[config.mk]
export PLATFORM = sky130hd
export DESIGN_NAME = fifo_irq_hub
export DESIGN_NICKNAME = d
export VERILOG_FILES = /design/src/rtl/fifo_irq_pkg.sv /design/src/rtl/fifo_core.sv /design/src/rtl/fifo_irq_dpath.sv /design/src/rtl/fifo_irq_ctrl.sv /design/src/rtl/fifo_irq_hub.sv
export SDC_FILE = /design/constraint.sdc
export NUM_CORES = 1
export LEC_CHECK = 0
export BUFFER_PORTS_ARGS = -buffer_cell sky130_fd_sc_hd__buf_2
export CORE_MARGIN = 5
export CORE_UTILIZATION = 37
export DETAILED_ROUTE_END_ITERATION = 8
export PLACE_DENSITY = 0.6
export SETUP_SLACK_MARGIN = 0.1
export SYNTH_ARGS = -nofsm -noshare
export SYNTH_HDL_FRONTEND = slang
export SYNTH_SLANG_ARGS = --single-unit
[constraint.sdc]
create_clock -name clk -period 3.7 [get_ports clk]
set_input_delay 0.74 -clock clk [delete_from_list [all_inputs] [get_ports clk]]
set_output_delay 0.74 -clock clk [all_outputs]
set_load 0.005 [all_outputs]
[src/rtl/fifo_irq_pkg.sv]
package fifo_irq_pkg;
  localparam int INT_N    = 5;
  localparam int INT_DONE = 0;
  localparam int INT_XERR = 1;
  localparam int INT_FERR = 2;
  localparam int INT_RXAF = 3;
  localparam int INT_TXAE = 4;
  localparam int THR_W    = 6;
  localparam int CTRL_W   = 2 + 2 * THR_W;
  localparam int STAT_W   = 12;

  // strobes and settings from control to datapath
  typedef struct packed {
    logic             rxClr;
    logic             txClr;
    logic [THR_W-1:0] rxThr;
    logic [THR_W-1:0] txThr;
  } fifoCtlT;

  // conditions from datapath back to control
  typedef struct packed {
    logic rxRdErr;
    logic rxWrErr;
    logic txRdErr;
    logic txWrErr;
    logic rxAlmostFull;
    logic txAlmostEmpty;
  } fifoFlagsT;
endpackage

[src/rtl/fifo_core.sv]
module fifo_core #(
  parameter int WIDTH = 8,
  parameter int DEPTH = 64
) (
  input  logic                     clk,
  input  logic                     rstN,
  input  logic                     clr,
  input  logic                     push,
  input  logic [WIDTH-1:0]         pushData,
  input  logic                     pop,
  output logic [WIDTH-1:0]         popData,
  output logic [$clog2(DEPTH):0]   count,
  output logic                     rdErr,
  output logic                     wrErr
);
  localparam int PTR_W = $clog2(DEPTH);
  localparam int CNT_W = PTR_W + 1;

  logic [WIDTH-1:0] mem [DEPTH];
  logic [PTR_W-1:0] wrPtr, rdPtr;
  logic isFull, isEmpty, doPush, doPop;

  assign isFull  = (count == CNT_W'(DEPTH));
  assign isEmpty = (count == '0);
  assign doPop   = pop && !isEmpty;
  // a full queue accepts a push when the head leaves in the same cycle
  assign doPush  = push && (!isFull || doPop);
  assign popData = mem[rdPtr];

  always_ff @(posedge clk) begin
    if (doPush && !clr) mem[wrPtr] <= pushData;
  end

  always_ff @(posedge clk) begin
    if (!rstN || clr) begin
      wrPtr <= '0;
      rdPtr <= '0;
      count <= '0;
      rdErr <= 1'b0;
      wrErr <= 1'b0;
    end else begin
      if (doPush) wrPtr <= (wrPtr == PTR_W'(DEPTH - 1)) ? '0 : wrPtr + 1'b1;
      if (doPop)  rdPtr <= (rdPtr == PTR_W'(DEPTH - 1)) ? '0 : rdPtr + 1'b1;
      case ({doPush, doPop})
        2'b10:   count <= count + 1'b1;
        2'b01:   count <= count - 1'b1;
        default: count <= count;
      endcase
      if (pop && isEmpty) rdErr <= 1'b1;
      if (push && !doPush) wrErr <= 1'b1;
    end
  end
endmodule

[src/rtl/fifo_irq_dpath.sv]
module fifo_irq_dpath
  import fifo_irq_pkg::*;
#(
  parameter int DEPTH = 64,
  parameter int CMD_W = 11,
  parameter int RX_W  = 8
) (
  input  logic              clk,
  input  logic              rstN,
  input  fifoCtlT           ctl,
  input  logic              txPushValid,
  input  logic [CMD_W-1:0]  txPushData,
  input  logic              txPopReq,
  output logic [CMD_W-1:0]  txPopData,
  input  logic              rxPushValid,
  input  logic [RX_W-1:0]   rxPushData,
  input  logic              rxPopReq,
  output logic [RX_W-1:0]   rxPopData,
  output fifoFlagsT         flags,
  output logic [STAT_W-1:0] status
);
  localparam int CNT_W = $clog2(DEPTH) + 1;

  logic [CNT_W-1:0] txCount, rxCount;
  logic txRdErr, txWrErr, rxRdErr, rxWrErr;

  fifo_core #(.WIDTH(CMD_W), .DEPTH(DEPTH)) txFifo (
    .clk(clk), .rstN(rstN), .clr(ctl.txClr),
    .push(txPushValid), .pushData(txPushData),
    .pop(txPopReq), .popData(txPopData),
    .count(txCount), .rdErr(txRdErr), .wrErr(txWrErr)
  );

  fifo_core #(.WIDTH(RX_W), .DEPTH(DEPTH)) rxFifo (
    .clk(clk), .rstN(rstN), .clr(ctl.rxClr),
    .push(rxPushValid), .pushData(rxPushData),
    .pop(rxPopReq), .popData(rxPopData),
    .count(rxCount), .rdErr(rxRdErr), .wrErr(rxWrErr)
  );

  always_comb begin
    flags.rxRdErr       = rxRdErr;
    flags.rxWrErr       = rxWrErr;
    flags.txRdErr       = txRdErr;
    flags.txWrErr       = txWrErr;
    flags.rxAlmostFull  = (rxCount >= CNT_W'(ctl.rxThr));
    flags.txAlmostEmpty = (txCount <= CNT_W'(ctl.txThr));
  end

  // bit positions are decoded by software
  always_comb begin
    status     = '0;
    status[0]  = rxRdErr;
    status[1]  = rxWrErr;
    status[3]  = (rxCount == '0);
    status[6]  = txRdErr;
    status[7]  = txWrErr;
    status[11] = (txCount == CNT_W'(DEPTH));
  end
endmodule

[src/rtl/fifo_irq_ctrl.sv]
module fifo_irq_ctrl
  import fifo_irq_pkg::*;
#(
  parameter int RX_AF_INIT = 60,
  parameter int TX_AE_INIT = 1
) (
  input  logic              clk,
  input  logic              rstN,
  input  logic              ctrlWrEn,
  input  logic [CTRL_W-1:0] ctrlWrData,
  input  logic              intClrWrEn,
  input  logic [INT_N-1:0]  intClrWrData,
  input  logic              intMaskWrEn,
  input  logic [INT_N-1:0]  intMaskWrData,
  input  logic              txAeClrWrEn,
  input  logic              txAeClrWrData,
  input  logic              xferDoneEvt,
  input  logic              xferErrEvt,
  input  fifoFlagsT         flags,
  output fifoCtlT           ctl,
  output logic [INT_N-1:0]  intStatus
);
  logic [THR_W-1:0] rxThrReg, txThrReg;
  logic [INT_N-1:0] maskReg, latchReg, setVec, clrVec;

  always_ff @(posedge clk) begin
    if (!rstN) begin
      rxThrReg <= THR_W'(RX_AF_INIT);
      txThrReg <= THR_W'(TX_AE_INIT);
      maskReg  <= '0;
    end else begin
      if (ctrlWrEn) begin
        rxThrReg <= ctrlWrData[2 +: THR_W];
        txThrReg <= ctrlWrData[2 + THR_W +: THR_W];
      end
      if (intMaskWrEn) maskReg <= intMaskWrData;
    end
  end

  always_comb begin
    ctl.rxClr = ctrlWrEn && ctrlWrData[0];
    ctl.txClr = ctrlWrEn && ctrlWrData[1];
    ctl.rxThr = rxThrReg;
    ctl.txThr = txThrReg;
  end

  always_comb begin
    setVec           = '0;
    setVec[INT_DONE] = xferDoneEvt;
    setVec[INT_XERR] = xferErrEvt;
    setVec[INT_FERR] = flags.rxRdErr | flags.rxWrErr | flags.txRdErr | flags.txWrErr;
    setVec[INT_RXAF] = flags.rxAlmostFull;
    setVec[INT_TXAE] = flags.txAlmostEmpty;
  end

  for (genvar i = 0; i < INT_N; i++) begin : gIntBit
    if (i == INT_TXAE) begin : gOwnClr
      assign clrVec[i] = txAeClrWrEn && txAeClrWrData;
    end else begin : gSharedClr
      assign clrVec[i] = intClrWrEn && intClrWrData[i];
    end

    always_ff @(posedge clk) begin
      if (!rstN)          latchReg[i] <= 1'b0;
      else if (setVec[i]) latchReg[i] <= 1'b1;
      else if (clrVec[i]) latchReg[i] <= 1'b0;
    end
  end

  assign intStatus = latchReg & maskReg;
endmodule

[src/rtl/fifo_irq_hub.sv]
module fifo_irq_hub
  import fifo_irq_pkg::*;
#(
  parameter int DEPTH      = 64,
  parameter int CMD_W      = 11,
  parameter int RX_W       = 8,
  parameter int RX_AF_INIT = 60,
  parameter int TX_AE_INIT = 1
) (
  input  logic              clk,
  input  logic              rstN,
  input  logic              txPushValid,
  input  logic [CMD_W-1:0]  txPushData,
  input  logic              txPopReq,
  output logic [CMD_W-1:0]  txPopData,
  input  logic              rxPushValid,
  input  logic [RX_W-1:0]   rxPushData,
  input  logic              rxPopReq,
  output logic [RX_W-1:0]   rxPopData,
  input  logic              ctrlWrEn,
  input  logic [CTRL_W-1:0] ctrlWrData,
  input  logic              intClrWrEn,
  input  logic [INT_N-1:0]  intClrWrData,
  input  logic              intMaskWrEn,
  input  logic [INT_N-1:0]  intMaskWrData,
  input  logic              txAeClrWrEn,
  input  logic              txAeClrWrData,
  input  logic              xferDoneEvt,
  input  logic              xferErrEvt,
  output logic [STAT_W-1:0] fifoStatus,
  output logic [INT_N-1:0]  intStatus,
  output logic              irq
);
  fifoCtlT   ctl;
  fifoFlagsT flags;

  fifo_irq_ctrl #(.RX_AF_INIT(RX_AF_INIT), .TX_AE_INIT(TX_AE_INIT)) uCtrl (
    .clk(clk), .rstN(rstN),
    .ctrlWrEn(ctrlWrEn), .ctrlWrData(ctrlWrData),
    .intClrWrEn(intClrWrEn), .intClrWrData(intClrWrData),
    .intMaskWrEn(intMaskWrEn), .intMaskWrData(intMaskWrData),
    .txAeClrWrEn(txAeClrWrEn), .txAeClrWrData(txAeClrWrData),
    .xferDoneEvt(xferDoneEvt), .xferErrEvt(xferErrEvt),
    .flags(flags), .ctl(ctl), .intStatus(intStatus)
  );

  fifo_irq_dpath #(.DEPTH(DEPTH), .CMD_W(CMD_W), .RX_W(RX_W)) uDpath (
    .clk(clk), .rstN(rstN), .ctl(ctl),
    .txPushValid(txPushValid), .txPushData(txPushData),
    .txPopReq(txPopReq), .txPopData(txPopData),
    .rxPushValid(rxPushValid), .rxPushData(rxPushData),
    .rxPopReq(rxPopReq), .rxPopData(rxPopData),
    .flags(flags), .status(fifoStatus)
  );

  assign irq = |intStatus;
endmodule

==> results.yml, run 1 <==
clocking:
  clockBufferDepth: 3
  cts_inserted_buffers: 134
  htree_levels: 4
  clockRootBuffer: "clkbuf_16"
  path_clk_slew_ns: 0.06
  cts_tree: "done"
  cts.sinks: 1292
  worstSkewPairLatency_ns: 0.75
yosys:
  synth_seq_cells: 1292
  synthTopCellsByArea: "edfxtp_1, mux4_2, dfxtp_1"
  synth_area_um2: 50700
  yosys.area.top_type: "edfxtp_1"
  synthFlopType: "edfxtp_1"
  postSynth.asyncResetShare_pct: 0
  avgSynthCellArea_um2: 20.0
  synth_edf_count: 1216
  synth_top_area_share_pct: 72.0
  synth_cells: 2543
  yosys.cell_types.count: 59
  yosysSeqAreaShare_pct: 75.0
  yosysWarnings: 0
floorplan:
  die_w_um: 380
  die_height_um: 380
  core_area_um2: 136000
  io_pins: 93
  rows: 135
  die_area_um2: 145000
  initial_core_util_pct: 37.4
critical_path:
  path_class: "flop to output port"
  worst_setup_path_end_kind: "output port"
  crit_fanout: 8
  cp.required_ns: 2.96
  cp-start-kind: "flop"
  cp_data_arrival_time_ns: 3.06
power:
  powerDensity_nw_per_um2: 554
  fin_total_pwr_mw: 33.6
  p_leak_nw: 19.2
  ir_drop_v: 0.000330
status:
  violations: "negative setup slack"
  status: "complete, but fails checks"
final_layout:
  diodes: 0
  drive_gt1_share_pct: 32.7
  instances_no_fill: 4798
  area_delta_synth_final_pct: 19.6
  nets: 2997
route:
  drc: 0
  drtAntennaViolNets: 0
  first_pass_iters: 6
  drtIter0Drc: 2667
  wire_per_inst_um: 25.4
  routed_via_density: 5.41
  vias: 25956
  wirelength_um: 122000
timing:
  rsz0062_at_grt: "yes"
  tightest_slew_ns: 1.34
  slew_headroom_pct: 10.5
  finalCritPeriodShare_pct: 103
  postLayoutSetupSlackWorst_ns: -0.0968
  setup_viol: 15
  hold_viol: 0
  period_minus_slack_ns: 3.80
  slew_violations: 0
  skew_ns: 0.0411
  clock.fmax_mhz: 263
min_path:
  hold_path_class: "input pin to flop"
global_route:
  grt_max_degree: 65
  grt-ovfl-total: 0
  antenna_found_initial: 3
  track_usage_pct: 16.5
  grt_pass1_vias: 26742
  grt_pass1_wl_um: 178000
placed_design:
  dpl.cell_count: 4477
  gp_congestion: 0.807
  port_buffers: 85
  hpwlAfterDp_um: 73700
flow_run:
  cap_viol_max_count: 0
==> layer usage <==
metal	up-vias	track usage (%)	routed length (um)
li1	11138	-	-
met1	13738	22.6	50900
met2	888	26.6	59300
met3	190	3.08	8110
met4	2	5.67	3450
met5	-	0	11
==> path summary, 6_finish.rpt <==
check / depth (start not counted) / to / slack (ns) / startpoint
max: 8 / txPopData[9] / -0.1 / flop
min: 3 / uCtrl.txThrReg[0] / 0.22 / ctrlWrData[8]
max reg2reg: 12 / uDpath.rxFifo.count[6] / 0.57 / uDpath.rxFifo.count[2]
min reg2reg: 2 / uDpath.rxFifo.wrErr / 0.48 / uDpath.rxFifo.wrErr
==> power by group <==
group          leakage (nW)  internal [mW]  switching [mW]
combinational          5.48           2.12            1.92
clock                  2.11           7.77            5.60
sequential             11.6           16.1          0.0994
==> cells in the mapped netlist (23+ instances only) <==
master,instances
o22ai_1,35
nor2b_1,37
mux2i_1,86
inv_1,23
edfxtp_1,1216
buf_4,32
nand2_1,83
a22oi_1,25
o21ai_0,26
ha_1,26
nor2_1,204
buf_2,29
clkbuf_1,39
dfxtp_1,76
a21oi_1,45
mux4_2,301
==> area by class of cell <==
class                           instances  area, um2
Fill cell                           11392      75100
Timing Repair Buffer                  360       3460
Clock buffer                          160       3490
Sequential cell                      1292      38100
Inverter                               23       86.3
Tap cell                             1781       2230
Clock inverter                         80        870
Multi-Input combinational cell       1102      12500
==> state kept, by name, indices dropped and copies added (netlist names), 6 cells and up, named ones only <==
register             cells
uCtrl.txThrReg           6
uDpath.txFifo.mem      704
uDpath.rxFifo.count      7
uDpath.rxFifo.wrPtr      6
uDpath.txFifo.rdPtr      6
uDpath.txFifo.wrPtr      6
uDpath.rxFifo.rdPtr      6
uDpath.txFifo.count      7
uCtrl.rxThrReg           6
uDpath.rxFifo.mem      512
==> placed cells by master (no fill, tap or decap), types with 22 or more instances in the layout <==
cell type | Yosys | final
mux4_2 | 301 | 305
ha_1 | 26 | 26
nor2_1 | 204 | 196
inv_1 | 23 | 23
buf_12 | 2 | 36
buf_2 | 29 | 80
clkinv_1 | 0 | 32
buf_6 | 13 | 22
buf_4 | 32 | 197
a21oi_1 | 45 | 38
clkbuf_16 | 0 | 138
clkbuf_1 | 39 | 24
nor2b_1 | 37 | 33
edfxtp_1 | 1216 | 1216
dfxtp_1 | 76 | 68
mux2i_1 | 86 | 65
nand2_1 | 83 | 83
==> stage by stage <==
stage	worst slack [ns]	TNS, ns	area [um2]	utilization, %	hold slack (ns)
after floorplan	0.860	0	50800	-	0.439
after global placement	-0.221	-0.221	54300	40.0	0.455
after detailed placement	-0.167	-0.167	54300	40.0	0.471
after CTS	-0.150	-1.69	60300	44.4	0.157
after global routing	-0.175	-2.18	60700	44.7	0.196
final	-0.0968	-0.630	60700	44.7	0.217
==> worst max-delay path, cell delays in order, from the launching register on <==
cell     delay [ns]
dfxtp_4        0.40
buf_12         0.15
buf_16         0.12
buf_16         0.13
mux4_2         0.50
mux4_2         0.56
a21oi_2        0.19
o21ai_2        0.09
buf_2          0.14
==> logic make-up after synthesis <==
group,count (synthesis),synth area share (%)
AND/OR/NAND/NOR,436,3.97
flip-flops,1292,75.0
AO/OA/AOI/OAI,204,2.65
XOR/XNOR,26,0.449
other,1,0.00739
multiplexers,402,15.5
adder cells (fa/ha/maj),28,0.720
buffers and inverters,154,1.70
==> timing repair <==
| item | CTS | global route |
|---|---|---|
| resized for setup | 181 | 38 |
| pin swaps | 32 | 23 |
| setup buffers | 47 | 21 |
| gates cloned | 11 | 2 |
| endpoints found under the setup margin | 19 | 19 |
| hold buffers | 0 | 0 |
Power figures use the tool's default switching activity.
==> run 2, diff against run 1 <==
- clock period: 3.7 -> 4.05 ns (I/O delays scaled with it)
==> run 2 against run 1 <==
Effect of this change: the run now ends clean; combinational power shrank 22%; non-clock buffer count fell by 63; final area down 2.2%; sequential power fell by 9%; core utilization fell by 1.0 points; setup slack improved by 0.23 ns; die area unchanged; clock skew rose by 0.0052 ns; critical path type unchanged; largest cell class unchanged.
==> results.yml, run 2 (synthesis results as in run 1) <==
timing:
  period_minus_slack_ns: 3.92
  finalCritPeriodShare_pct: 96.7
  rsz0062_at_grt: "yes"
  skew_ns: 0.0463
  tightest_slew_ns: 1.32
  clock.fmax_mhz: 255
  postLayoutSetupSlackWorst_ns: 0.132
  hold_viol: 0
  slew_headroom_pct: 11.7
  setup_viol: 0
  slew_violations: 0
power:
  pwr-share-seq_pct: 49.1
  ir_drop_v: 0.000368
  powerDensity_nw_per_um2: 507
  swShare_pct: 22.8
  p_switching_mw: 6.86
  internal-power_mw: 23.2
  pwr-share-comb_pct: 10.5
  p_leak_nw: 18.6
  clkPwrFrac_pct: 40.4
min_path:
  hold_path_class: "input pin to flop"
global_route:
  globalRouteMet3Util_pct: 3.01
  use_met1_pct: 21.5
  grt-ovfl-total: 0
  antenna_found_initial: 6
  track_usage_pct: 15.8
  grt_pass1_vias: 26388
  grt_pass1_wl_um: 172000
  grt.busiest_layer: "met2"
  grt_max_degree: 65
  grt_use_met2_pct: 25.6
final_layout:
  top_regs: "uDpath.txFifo.mem (704), uDpath.rxFifo.mem (512)"
  diodes: 0
  final_cell_mix: "edfxtp_1, mux4_2, nor2_1"
  largest_register_ffs: 704
  final_area_um2: 59300
  fin_util_pct: 43.7
  drive_gt1_share_pct: 28.8
  area_delta_synth_final_pct: 16.9
  regMostFlops: "uDpath.txFifo.mem"
  nets: 2932
  instances_no_fill: 4736
  layout_commonest_cell: "edfxtp_1"
critical_path:
  reg2reg_depth: 11
  cp.required_ns: 3.24
  timing.rr.start: "uDpath.rxFifo.count[2]"
  path_class: "flop to output port"
  cp_data_arrival_time_ns: 3.11
  endpoint: "txPopData[10]"
  reg2reg_to: "uDpath.rxFifo.count[6]"
  crit_fanout: 8
  worst_setup_path_end_kind: "output port"
  cp-start-kind: "flop"
  r2r_setup_slack_ns: 0.68
route:
  drtIter0Drc: 2836
  vias: 25631
  drtAntennaViolNets: 0
  first_pass_iters: 6
  routed_via_density: 5.41
  wirelength_um: 117000
  wire_per_inst_um: 24.6
  drc: 0
placed_design:
  place_area_um2: 54200
  pre_cts_ws_ns: 0.425
  gp_congestion: 0.847
  port_buffers: 85
  hpwlAfterDp_um: 72300
  dpl.cell_count: 4452
floorplan:
  io_pins: 93
  die_area_um2: 145000
  initial_core_util_pct: 37.4
  core_area_um2: 136000
  rows: 135
  die_height_um: 380
  die_w_um: 380
clocking:
  path_clk_slew_ns: 0.06
  clockBufferDepth: 3
  cts_tree: "done"
  clockRootBuffer: "clkbuf_16"
  htree_levels: 4
  worstSkewPairLatency_ns: 0.76
  cts_inserted_buffers: 132
  cts.sinks: 1292
flow_run:
  cap_viol_max_count: 0
status:
  status: "finished clean"
run 2: cell types whose count changed in the layout (fill, tap and decap cells not counted), moves of 8 or more:
| cell | delta |
|---|---|
| buf_6 | -20 |
| buf_12 | -19 |
| buf_4 | -19 |
| o22ai_1 | +12 |
| buf_16 | -9 |
| mux2i_1 | +9 |
| o22ai_2 | -9 |
| mux2i_4 | -8 |
| o21ai_0 | +8 |
| o21ai_2 | -8 |
run 2: power by group through the flow:
stage / clock network, mW / registers (mW) / logic (mW)
floorplan: 0 / 15.0 / 1.97
global placement: 0 / 15.1 / 2.76
detailed placement: 0 / 15.1 / 2.81
CTS: 12.4 / 14.8 / 3.08
global route: 13.0 / 14.8 / 3.39
finish: 12.2 / 14.8 / 3.15
run 2: layout make-up:
cell class / count / area, um2
fill: 11579 / 76500
clock buffer: 156 / 3390
multi-input combinational: 1102 / 12000
inverter: 23 / 86.3
timing repair buffer: 297 / 2540
tap: 1781 / 2230
clock inverter: 85 / 995
sequential: 1292 / 38100
run 2: layer usage:
layer | vias to the layer above | wire length [um]
li1 | 11003 | -
met1 | 13538 | 49200
met2 | 884 | 56400
met3 | 202 | 7660
met4 | 4 | 3460
met5 | - | 14
run 2: worst max-delay path, stage by stage, from the launching register on:
cell       delay [ns]
dfxtp_4          0.46
buf_12           0.18
bufbuf_16        0.29
mux4_2           0.51
mux4_2           0.54
a21oi_2          0.14
o21ai_1          0.07
buf_4            0.18
run 2: worst min-delay path by stage:
stage                        startpoint                   to  slack (ns)  cells after the start
finish                    ctrlWrData[7]    uCtrl.rxThrReg[5]        0.30                      3
global route              ctrlWrData[8]    uCtrl.txThrReg[0]        0.28                      3
CTS                       ctrlWrData[7]    uCtrl.rxThrReg[5]        0.23                      3
detailed placement    uCtrl.txThrReg[0]    uCtrl.txThrReg[0]        0.47                      2
global placement    uDpath.rxFifo.wrErr  uDpath.rxFifo.wrErr        0.47                      2
floorplan             uCtrl.latchReg[2]    uCtrl.latchReg[2]        0.44                      2
run 2: stage by stage:
step / TNS (ns) / power, mW / hold slack, ns
final: 0 / 30.1 / 0.296
after global routing: -0.000256 / 31.2 / 0.276
after floorplan: 0 / 17.0 / 0.439
after CTS: 0 / 30.3 / 0.232
after global placement: 0 / 17.9 / 0.466
after detailed placement: 0 / 17.9 / 0.471
run 2: timing repair:
action,in CTS,in global routing
setup buffers,20,18
endpoints found under the hold margin,0,0
pin swaps,1,2
endpoints found under the setup margin,19,16
gates cloned,4,1
hold buffers,0,0
resized for setup,23,31
==> run 3, diff against run 2 <==
- CAP_MARGIN: unset -> 20
- CTS_BUF_LIST: unset -> sky130_fd_sc_hd__clkbuf_4 sky130_fd_sc_hd__clkbuf_8
- SYNTH_HIERARCHICAL: unset -> 1
==> run 3 against run 2 <==
Effect of this change: non-clock buffer count increased by 130; cell count is 8.7% higher; maximum frequency is 0.38% lower; area after synthesis rose by 1.5%; critical endpoint is now txPopData[8].
==> results.yml, run 3 <==
status:
  status: "finished clean"
critical_path:
  critical-path-max-stage-delay_ns: 0.38
  cp.required_ns: 3.24
  crit_path_top_delay_cell: "a211o_1"
  cp_data_arrival_time_ns: 3.12
  crit_fanout: 7
  path_cells: "buf_12 -> buf_12 -> buf_4 -> and2b_2 -> a22oi_1 -> a31oi_2 -> a31oi_1 -> a211o_1 -> buf_2"
  cp-start-kind: "flop"
  cpMostUsedCell: "buf_12"
  worst_setup_path_end_kind: "output port"
  crit_buf_inv: 4
  path_class: "flop to output port"
  crit_family: "compound AO/OA/AOI/OAI gates"
final_layout:
  drive_gt1_share_pct: 35.3
  instances_no_fill: 5148
  final_area_um2: 61600
  n_fill_cell: 11841
  top_regs: "uDpath/txFifo/mem (704), uDpath/rxFifo/mem (512)"
  area_delta_synth_final_pct: 19.7
  largest_register_ffs: 704
  final_cell_mix: "edfxtp_1, buf_4, mux4_2"
  nets: 3267
  layout_commonest_cell: "edfxtp_1"
  regMostFlops: "uDpath/txFifo/mem"
timing:
  hold_ws_ns: 0.144
  tightest_slew_ns: 1.11
  slew_headroom_pct: 26.0
  setup_viol: 0
  finalCritPeriodShare_pct: 97.1
  skew_ns: 0.0588
  hold_viol: 0
  period_minus_slack_ns: 3.93
  rsz0062_at_grt: "yes"
  slew_violations: 0
  clock.fmax_mhz: 254
floorplan:
  core_area_um2: 138000
  die_area_um2: 147000
  die_w_um: 383
  die_height_um: 383
  initial_core_util_pct: 37.3
  io_pins: 93
  rows: 136
placed_design:
  hpwlAfterDp_um: 76700
  port_buffers: 85
  gp_congestion: 0.818
  place_area_um2: 55100
  dpl.cell_count: 4663
route:
  first_pass_iters: 5
  drtAntennaViolNets: 0
  wirelength_um: 128000
  routed_via_density: 5.31
  drc: 0
  drtIter0Drc: 2386
  vias: 27323
  wire_per_inst_um: 24.9
yosys:
  synth_area_um2: 51500
  synth_edf_count: 1216
  synthFlopType: "edfxtp_1"
  postSynth.asyncResetShare_pct: 0
  synth_common_cells: "edfxtp_1, mux4_2, nor2_1"
  synth_seq_cells: 1292
  synthTopCellsByArea: "edfxtp_1, mux4_2, dfxtp_1"
  yosys.cell_types.count: 78
  yosys.area.top_type: "edfxtp_1"
  synth_top_area_share_pct: 70.9
  synth.most_common_cell: "edfxtp_1"
  avgSynthCellArea_um2: 19.1
  yosysWarnings: 6
  yosysSeqAreaShare_pct: 73.9
  synth_cells: 2691
global_route:
  grt_pass1_wl_um: 187000
  grt_pass1_vias: 27840
  antenna_found_initial: 10
  grt_max_degree: 65
  track_usage_pct: 17.3
  grt-ovfl-total: 0
clocking:
  htree_levels: 4
  cts_inserted_buffers: 204
  path_clk_slew_ns: 0.06
  clockBufferDepth: 3
  worstSkewPairLatency_ns: 0.92
  cts.sinks: 1292
  cts-hold-fix-buffers: 0
  clockRootBuffer: "clkbuf_8"
  cts_tree: "done"
power:
  powerDensity_nw_per_um2: 472
  p_leak_nw: 19.8
  ir_drop_v: 0.000350
flow_run:
  cap_viol_max_count: 0
min_path:
  hold_path_class: "input pin to flop"
[run 3: changes by cell type after synthesis, moves of 16 or more]
cell      change
a21oi_1      +17
mux4_1       +20
mux4_2       -68
a221oi_1     +16
nand3_1      +17
o22ai_1      -28
nor2b_1      +16
a211oi_1     +18
mux2i_1      +47
[run 3: logic make-up (layout without fill, tap and decap cells)]
family / count (synthesis) / after routing / share of synthesized area [%]
simple gates: 463 / 463 / 4.37
fa+ha+maj: 28 / 28 / 0.710
mux: 415 / 415 / 14.6
other cells: 1 / 12 / 0.00729
xor+xnor: 26 / 26 / 0.442
buf+inv: 179 / 831 / 2.16
compound gates: 287 / 287 / 3.84
flops: 1292 / 1292 / 73.9
[run 3: stage by stage]
step	power, mW	util (%)	TNS [ns]	setup slack (ns)
after global routing	30.3	44.7	-0.00242	-0.00242
after detailed placement	17.6	40.0	0	0.394
final	29.1	44.7	0	0.117
after global placement	17.6	40.0	0	0.406
after CTS	29.3	44.3	-0.0872	-0.0797
after floorplan	16.7	-	0	1.20
[run 3: power by group]
group          leakage, nW  internal [mW]  total [mW]  switching (mW)
combinational         6.12           1.66        3.35            1.69
sequential            11.6           14.7        14.8          0.0965
clock                 2.14           5.75        11.0            5.21
total                 19.8           22.1        29.1            7.00
[run 3: repair_timing]
| item | CTS | global route |
|---|---|---|
| cloned | 12 | 1 |
| setup buffers | 71 | 21 |
| hold endpoints to repair | 0 | 0 |
| pin swaps | 35 | 33 |
| gates resized for setup | 202 | 64 |
| setup endpoints to repair | 19 | 18 |
[run 3: area by class of cell]
class                      instances  area [um2]  share of cell area, %
sequential                      1292       38100                   61.8
antenna                            6        15.0                 0.0244
inverter                          33         124                  0.201
clock buffer                     268        3300                   5.36
clock inverter                   103         728                   1.18
multi-input combinational       1225       13200                   21.3
tap                             1794        2240                   3.64
timing repair buffer             427        3980                   6.46
[run 3: per-layer routing]
metal / track usage, % / routed length, um / vias to the layer above
met5: 0 / 43 / -
met4: 6.42 / 3890 / 6
met3: 4.19 / 9390 / 218
met2: 27.6 / 61800 / 988
met1: 23.1 / 53100 / 14165
li1: - / - / 11946
[run 3: worst reg2reg max path: stages (launching register included)]
cell     delay (ns)
dfxtp_1        0.47
nor2_1         0.17
a31o_2         0.33
nor2_1         0.42
inv_1          0.11
fa_1           0.42
nor2b_1        0.18
o31a_1         0.17
o21ai_0        0.11
and3_1         0.21
nor3_1         0.20
nor3b_1        0.07
[run 3: worst paths after layout]
check	startpoint	end	slack (ns)	depth (start not counted)
worst max-delay path	flop	txPopData[8]	0.12	9
worst min-delay path	ctrlWrData[6]	uCtrl/rxThrReg[4]	0.14	3
worst max register to register	uDpath/rxFifo/count[1]	uDpath/rxFifo/count[6]	1.05	11
worst min register to register	uCtrl/rxThrReg[3]	uCtrl/rxThrReg[3]	0.48	2
